`config.mk`:
```
export PLATFORM = sky130hd
export DESIGN_NAME = i2c_cfg_regfile
export DESIGN_NICKNAME = d
export VERILOG_FILES = /design/src/rtl/cfg_pkg.sv /design/src/rtl/cfg_sync_edge.sv /design/src/rtl/cfg_i2c_engine.sv /design/src/rtl/cfg_reg_array.sv /design/src/rtl/i2c_cfg_regfile.sv
export SDC_FILE = /design/constraint.sdc
export NUM_CORES = 1
export LEC_CHECK = 0
export ABC_AREA = 1
export BUFFER_PORTS_ARGS = -buffer_cell sky130_fd_sc_hd__buf_2
export CORE_MARGIN = 1
export CORE_UTILIZATION = 58
export CTS_CLUSTER_DIAMETER = 40
export DETAILED_ROUTE_END_ITERATION = 6
export PLACE_DENSITY_LB_ADDON = 0.15
export SYNTH_ARGS = -nofsm -noshare
export SYNTH_HDL_FRONTEND = slang
export SYNTH_SLANG_ARGS = --single-unit
```
`constraint.sdc`:
```
create_clock -name clk -period 2 [get_ports clk]
set_input_delay 0.6 -clock clk [delete_from_list [all_inputs] [get_ports clk]]
set_output_delay 0.6 -clock clk [all_outputs]
set_load 0.02 [all_outputs]
```
`src/rtl/cfg_pkg.sv`:
```
// Package: shared constants, state encoding and per-register constants
// for the write-only configuration register file.
// Assumes an 8-bit register width and a fixed 7-bit bus address.
package cfg_pkg;
    parameter int         REG_COUNT = 18;
    parameter int         DATA_W    = 8;
    parameter logic [6:0] DEV_ADDR  = 7'b0100110;
    localparam int        PTR_W     = $clog2(REG_COUNT);
    localparam int        PTR_MAX   = REG_COUNT - 1;

    typedef enum logic [2:0] {
        ST_IDLE,
        ST_ADDR,
        ST_PTR,
        ST_DATA,
        ST_ACK,
        ST_SKIP
    } bus_state_t;

    // Bits that are reserved and must hold zero in each register.
    function automatic logic [DATA_W-1:0] rsv_mask(input int idx);
        case (idx)
            3:       return 8'h80;
            5:       return 8'hE0;
            7, 8:    return 8'hC0;
            10:      return 8'h80;
            default: return 8'h00;
        endcase
    endfunction

    // Value loaded by reset: register 0 starts with standby set.
    function automatic logic [DATA_W-1:0] reset_val(input int idx);
        return (idx == 0) ? 8'h80 : 8'h00;
    endfunction
endpackage

```
`src/rtl/cfg_sync_edge.sv`:
```
// Module: brings SCL and SDA into the clock domain through a synchronizer
// chain and decodes SCL edges plus start and stop conditions.
// Assumes the lines idle high and change far slower than clk.
module cfg_sync_edge #(
    parameter int STAGES = 2
) (
    input  logic clk,
    input  logic rst_n,
    input  logic scl_in,
    input  logic sda_in,
    output logic sda_s,
    output logic scl_rise,
    output logic scl_fall,
    output logic bus_start,
    output logic bus_stop
);
    logic [STAGES-1:0] scl_sh;
    logic [STAGES-1:0] sda_sh;
    logic              scl_p;
    logic              sda_p;
    logic              scl_s;

    // Synchronizer chains plus one delayed copy for edge detection.
    always_ff @(posedge clk) begin
        if (!rst_n) begin
            scl_sh <= '1;
            sda_sh <= '1;
            scl_p  <= 1'b1;
            sda_p  <= 1'b1;
        end else begin
            scl_sh <= {scl_sh[STAGES-2:0], scl_in};
            sda_sh <= {sda_sh[STAGES-2:0], sda_in};
            scl_p  <= scl_sh[STAGES-1];
            sda_p  <= sda_sh[STAGES-1];
        end
    end

    // Edge and bus-condition decode on the synchronized lines.
    always_comb begin
        scl_s     = scl_sh[STAGES-1];
        sda_s     = sda_sh[STAGES-1];
        scl_rise  = scl_s & ~scl_p;
        scl_fall  = ~scl_s & scl_p;
        bus_start = scl_s & scl_p & sda_p & ~sda_s;
        bus_stop  = scl_s & scl_p & ~sda_p & sda_s;
    end
endmodule

```
`src/rtl/cfg_i2c_engine.sv`:
```
// Module: bus protocol engine. Shifts in bytes, matches the address,
// loads and advances the register pointer, issues writes and acknowledges.
// Assumes decoded events from cfg_sync_edge; never stretches SCL.
module cfg_i2c_engine
    import cfg_pkg::*;
(
    input  logic              clk,
    input  logic              rst_n,
    input  logic              sda_s,
    input  logic              scl_rise,
    input  logic              scl_fall,
    input  logic              bus_start,
    input  logic              bus_stop,
    output logic              sda_low,
    output logic              wr_en,
    output logic [PTR_W-1:0]  wr_addr,
    output logic [DATA_W-1:0] wr_data
);
    bus_state_t        state;
    bus_state_t        after_ack;
    logic [DATA_W-1:0] shreg;
    logic [2:0]        bitcnt;
    logic              byte_full;
    logic [PTR_W-1:0]  ptr;
    logic              in_byte;

    // A byte is being received in these states.
    always_comb in_byte = (state == ST_ADDR) || (state == ST_PTR) || (state == ST_DATA);

    // Protocol sequencing: bit shifting, byte decisions, ack drive and release.
    always_ff @(posedge clk) begin
        if (!rst_n) begin
            state     <= ST_IDLE;
            after_ack <= ST_IDLE;
            shreg     <= '0;
            bitcnt    <= '0;
            byte_full <= 1'b0;
            ptr       <= '0;
            sda_low   <= 1'b0;
            wr_en     <= 1'b0;
            wr_addr   <= '0;
            wr_data   <= '0;
        end else begin
            wr_en <= 1'b0;
            if (bus_start) begin
                state     <= ST_ADDR;
                bitcnt    <= '0;
                byte_full <= 1'b0;
                sda_low   <= 1'b0;
            end else if (bus_stop) begin
                state     <= ST_IDLE;
                byte_full <= 1'b0;
                sda_low   <= 1'b0;
            end else if (in_byte && scl_rise && !byte_full) begin
                shreg  <= {shreg[DATA_W-2:0], sda_s};
                bitcnt <= bitcnt + 3'd1;
                if (bitcnt == 3'd7) byte_full <= 1'b1;
            end else if (in_byte && scl_fall && byte_full) begin
                byte_full <= 1'b0;
                state     <= ST_ACK;
                sda_low   <= 1'b1;
                case (state)
                    ST_ADDR: begin
                        if (shreg == {DEV_ADDR, 1'b0}) begin
                            after_ack <= ST_PTR;
                        end else begin
                            state   <= ST_SKIP;
                            sda_low <= 1'b0;
                        end
                    end
                    ST_PTR: begin
                        ptr       <= (shreg > DATA_W'(PTR_MAX)) ? '0 : shreg[PTR_W-1:0];
                        after_ack <= ST_DATA;
                    end
                    default: begin
                        wr_en     <= 1'b1;
                        wr_addr   <= ptr;
                        wr_data   <= shreg;
                        ptr       <= (ptr == PTR_W'(PTR_MAX)) ? '0 : ptr + 1'b1;
                        after_ack <= ST_DATA;
                    end
                endcase
            end else if (state == ST_ACK && scl_fall) begin
                sda_low <= 1'b0;
                state   <= after_ack;
                bitcnt  <= '0;
            end
        end
    end

    assert_ack_window_R2: assert property (@(posedge clk) disable iff (!rst_n)
        sda_low |-> (state == ST_ACK));
    assert_write_acked_R5: assert property (@(posedge clk) disable iff (!rst_n)
        wr_en |-> (state == ST_ACK && sda_low));
    assert_ptr_range_R6: assert property (@(posedge clk) disable iff (!rst_n)
        ptr <= PTR_W'(PTR_MAX));
    assert_skip_silent_R3: assert property (@(posedge clk) disable iff (!rst_n)
        (state == ST_SKIP) |-> (!sda_low && !wr_en));
    assert_start_rearm_R8: assert property (@(posedge clk) disable iff (!rst_n)
        bus_start |=> (state == ST_ADDR && !sda_low));
endmodule

```
`src/rtl/cfg_reg_array.sv`:
```
// Module: the register storage. One register per address, written on a
// single-cycle strobe, with the reserved bits forced to zero on storage.
// Assumes wr_addr below REG_COUNT whenever wr_en is set.
module cfg_reg_array
    import cfg_pkg::*;
(
    input  logic                        clk,
    input  logic                        rst_n,
    input  logic                        wr_en,
    input  logic [PTR_W-1:0]            wr_addr,
    input  logic [DATA_W-1:0]           wr_data,
    output logic [REG_COUNT*DATA_W-1:0] regs_flat
);
    for (genvar i = 0; i < REG_COUNT; i++) begin : g_reg
        logic [DATA_W-1:0] r;

        // Holds one register; loads masked data when addressed.
        always_ff @(posedge clk) begin
            if (!rst_n) begin
                r <= reset_val(i);
            end else if (wr_en && wr_addr == PTR_W'(i)) begin
                r <= wr_data & ~rsv_mask(i);
            end
        end

        assign regs_flat[i*DATA_W +: DATA_W] = r;

        assert_rsv_zero_R7: assert property (@(posedge clk) disable iff (!rst_n)
            (r & rsv_mask(i)) == '0);
        assert_reset_value_R1: assert property (@(posedge clk) disable iff (!rst_n)
            $past(!rst_n) |-> (r == reset_val(i)));
    end
endmodule

```
`src/rtl/i2c_cfg_regfile.sv`:
```
// Module: top of the write-only I2C configuration register file.
// Connects the line synchronizer, the protocol engine and the storage.
// Assumes an external open-drain pad: sda_pull_low=1 pulls SDA low.
module i2c_cfg_regfile
    import cfg_pkg::*;
(
    input  logic                        clk,
    input  logic                        rst_n,
    input  logic                        scl_in,
    input  logic                        sda_in,
    output logic                        sda_pull_low,
    output logic [REG_COUNT*DATA_W-1:0] cfg_regs
);
    logic              sda_s;
    logic              scl_rise;
    logic              scl_fall;
    logic              bus_start;
    logic              bus_stop;
    logic              wr_en;
    logic [PTR_W-1:0]  wr_addr;
    logic [DATA_W-1:0] wr_data;

    cfg_sync_edge #(.STAGES(2)) u_sync (
        .clk       (clk),
        .rst_n     (rst_n),
        .scl_in    (scl_in),
        .sda_in    (sda_in),
        .sda_s     (sda_s),
        .scl_rise  (scl_rise),
        .scl_fall  (scl_fall),
        .bus_start (bus_start),
        .bus_stop  (bus_stop)
    );

    cfg_i2c_engine u_engine (
        .clk       (clk),
        .rst_n     (rst_n),
        .sda_s     (sda_s),
        .scl_rise  (scl_rise),
        .scl_fall  (scl_fall),
        .bus_start (bus_start),
        .bus_stop  (bus_stop),
        .sda_low   (sda_pull_low),
        .wr_en     (wr_en),
        .wr_addr   (wr_addr),
        .wr_data   (wr_data)
    );

    cfg_reg_array u_regs (
        .clk       (clk),
        .rst_n     (rst_n),
        .wr_en     (wr_en),
        .wr_addr   (wr_addr),
        .wr_data   (wr_data),
        .regs_flat (cfg_regs)
    );
endmodule

```
==> out/metrics.cfg <==
[status]
status = completed

[pwr]
ir_worst_vdd_mv = 0.692
p_leak_nw = 3.49
finalPower_w = 0.00691
p_per_area_nw_per_um2 = 847

[logic_synthesis]
synth_common_cells = dfxtp_1 (178), nand2_1 (157), a21oi_1 (145), nand3_1 (103), nor2_1 (69)
syn_inst = 877
yosysWarnings = 0
synth_area_leader_cell = dfxtp_1
synth.ff_latch_count = 178
ys.flop_type = dfxtp_1
ys_seq_area_share_pct = 52.2
synthTopCellsByArea = dfxtp_1 (52%), a21oi_1 (11%), nand2_1 (8.6%)
yosys.cell_types.count = 28
synth_edf_count = 0
yosysTopAreaCellShare_pct = 52.2
avgSynthCellArea_um2 = 7.78
synthArstFlopShare_pct = 0
yosysMostFrequentCell = dfxtp_1
synth_area_um2 = 6820

[timing]
final_max_slew_viol_count = 0
timing_hold_violations_final = 0
fin_crit_sh_pct = 81.1
fmax_mhz = 617
rsz0062_at_grt = no
setup_slack_ns = 0.379
fin_tns_setup_ns = 0
slew_headroom_pct = 52.2
finClkSkew_ns = 0.00747
period_needed_ns = 1.62
tightest_slew_ns = 0.717
final-setup-viol-count = 0

[floorplanning]
core_area_um2 = 11400
die_x_um = 110
die_h_um = 110
row_count = 39
die_area_um2 = 12200
pin_count = 149
initial_core_util_pct = 59.8

[global_routing]
grt_max_degree = 100
grt_use_total_pct = 29.2
grt_first_pass_wirelength_um = 28700
grt_pass1_vias = 5735
antenna_found_initial = 0
globalRouteOverflowTotal = 0

[finish]
diodes = 0
syn_to_final_growth_pct = 19.6
drive_above_1_share_pct = 20.7
multi_input_area_um2 = 2720
final_area_um2 = 8160
register_area_um2 = 3560
utilization_pct = 71.5
fillCellCount = 956
final_nets = 1011

[critical_path]
crit_path_start_kind = register
worst-r2r-cell-count = 5
timing.critical_path.arrival_ns = 1.96
worstSetupEndpointType = register
cp.required_ns = 2.34
criticalPathCategory = register to register
cp_max_fo = 18

[clock_network]
cts_resized = 0
cts_sinks = 178
post-cts-setup-buffers = 0
clock_latency_ns = 0.42
clk_pin_slew_ns = 0.06
cts.path.max_buffers = 2
htree_levels = 4
clock-root-buffer = clkbuf_16
cts_inserted_buffers = 17
cts_tree = built
cts_hold_buf = 0

[placement]
pre_cts_ws_ns = 0.396
place_congestion = 0.804
port_buffers = 139
post-dp-hpwl_um = 11300
postPlaceCellArea_um2 = 7600

[min_path]
worstHoldPathCells = 2
hold_path.class = primary input to register

[route]
num_vias = 6261
wire_per_inst_um = 15.3
drt_iter0_markers = 485
post-route-drc-count = 0
viasPerCell = 5.42
wl_um = 17700
ant_nets = 0
drt_pass1_iterations = 7

[job]
drv_cap = 0

[cell usage in the layout (no fill, tap or decap), types with 3 or more instances in the layout]
| master | count |
|---|---|
| a21oi_1 | 145 |
| buf_2 | 139 |
| buf_4 | 22 |
| bufinv_16 | 3 |
| clkbuf_1 | 4 |
| clkbuf_16 | 17 |
| conb_1 | 9 |
| dfxtp_1 | 178 |
| ha_1 | 4 |
| inv_1 | 55 |
| inv_2 | 6 |
| nand2_1 | 157 |
| nand2_2 | 4 |
| nand3_1 | 103 |
| nand4_1 | 4 |
| nor2_1 | 68 |
| o21ai_0 | 65 |
| o21ai_1 | 3 |
| o22ai_1 | 3 |
| or2_2 | 5 |
[critical path: stages, from the launching register on]
cell and delay [ns]:
dfxtp_1 0.35, nand2_1 0.09, clkinv_1 0.41, nand2_1 0.43, nand2_1 0.11, a21oi_1 0.15
[power breakdown]
part	internal, W	leakage, nW	switching, W
clock network	0.00197	0.276	0.00126
registers	0.00355	1.43	0.00000485
logic	0.0000281	1.78	0.0000965
total	0.00555	3.49	0.00136
[sequential cells by signal, summed over array words and instances (netlist names)]
register / flops
u_sync.sda_p: 1
u_regs.g.r: 135
u_engine.ptr: 5
u_engine.after_ack: 2
u_engine.state: 3
u_sync.sda_sh: 2
u_engine.wr_addr: 5
u_engine.bitcnt: 3
u_sync.scl_p: 1
u_sync.scl_sh: 2
u_engine.wr_data: 8
u_engine.wr_en: 1
u_engine.sda_low: 1
u_engine.byte_full: 1
u_engine.shreg: 8
[worst paths after layout]
check,slack (ns),endpoint,start
worst max-delay path,0.38,u_regs.g_reg[14].r[6]$_SDFFE_PN0P_,u_engine.wr_addr[3]$_SDFFE_PN0P_
worst min-delay path,0.37,u_sync.sda_sh[0]$_SDFF_PN1_,sda_in
worst max register to register,0.38,u_regs.g_reg[14].r[6]$_SDFFE_PN0P_,u_engine.wr_addr[3]$_SDFFE_PN0P_
worst min register to register,0.42,u_sync.scl_sh[1]$_SDFF_PN1_,u_sync.scl_sh[0]$_SDFF_PN1_
[layer usage]
metal / wire length [um] / vias up / share of wire [%] / GRT usage (%)
li1: - / 3119 / - / -
met1: 7840 / 2913 / 44 / 38.7
met2: 8410 / 208 / 48 / 47.1
met3: 1140 / 21 / 6.5 / 7.30
met4: 259 / 0 / 1.5 / 8.36
met5: 0 / - / 0 / 0
[area by class of cell]
class	count	share of cell area, %
clock buffer	22	5.57
clock inverter	6	1.33
inverter	63	2.90
multi-input combinational	580	33.3
sequential	178	43.7
tap	143	2.19
timing repair buffer	163	11.0
[per-stage QoR]
| stage | hold slack (ns) | std cells |
|---|---|---|
| 2_1_floorplan | 0.393 | 885 |
| 3_3_place_gp | 0.394 | 1127 |
| 3_5_place_dp | 0.407 | 1127 |
| 4_1_cts | 0.354 | 1155 |
| 5_1_grt | 0.354 | 1155 |
| 6_report | 0.366 | 1155 |
[cell families after synthesis]
logic type | Yosys count | share of synthesized area, %
compound gates | 216 | 15.9
simple gates | 349 | 22.4
flops | 178 | 52.2
buf+inv | 127 | 8.42
fa+ha+maj | 4 | 0.734
other cells | 1 | 0.0550
xor+xnor | 2 | 0.257
(Power assumes the default switching activity.)
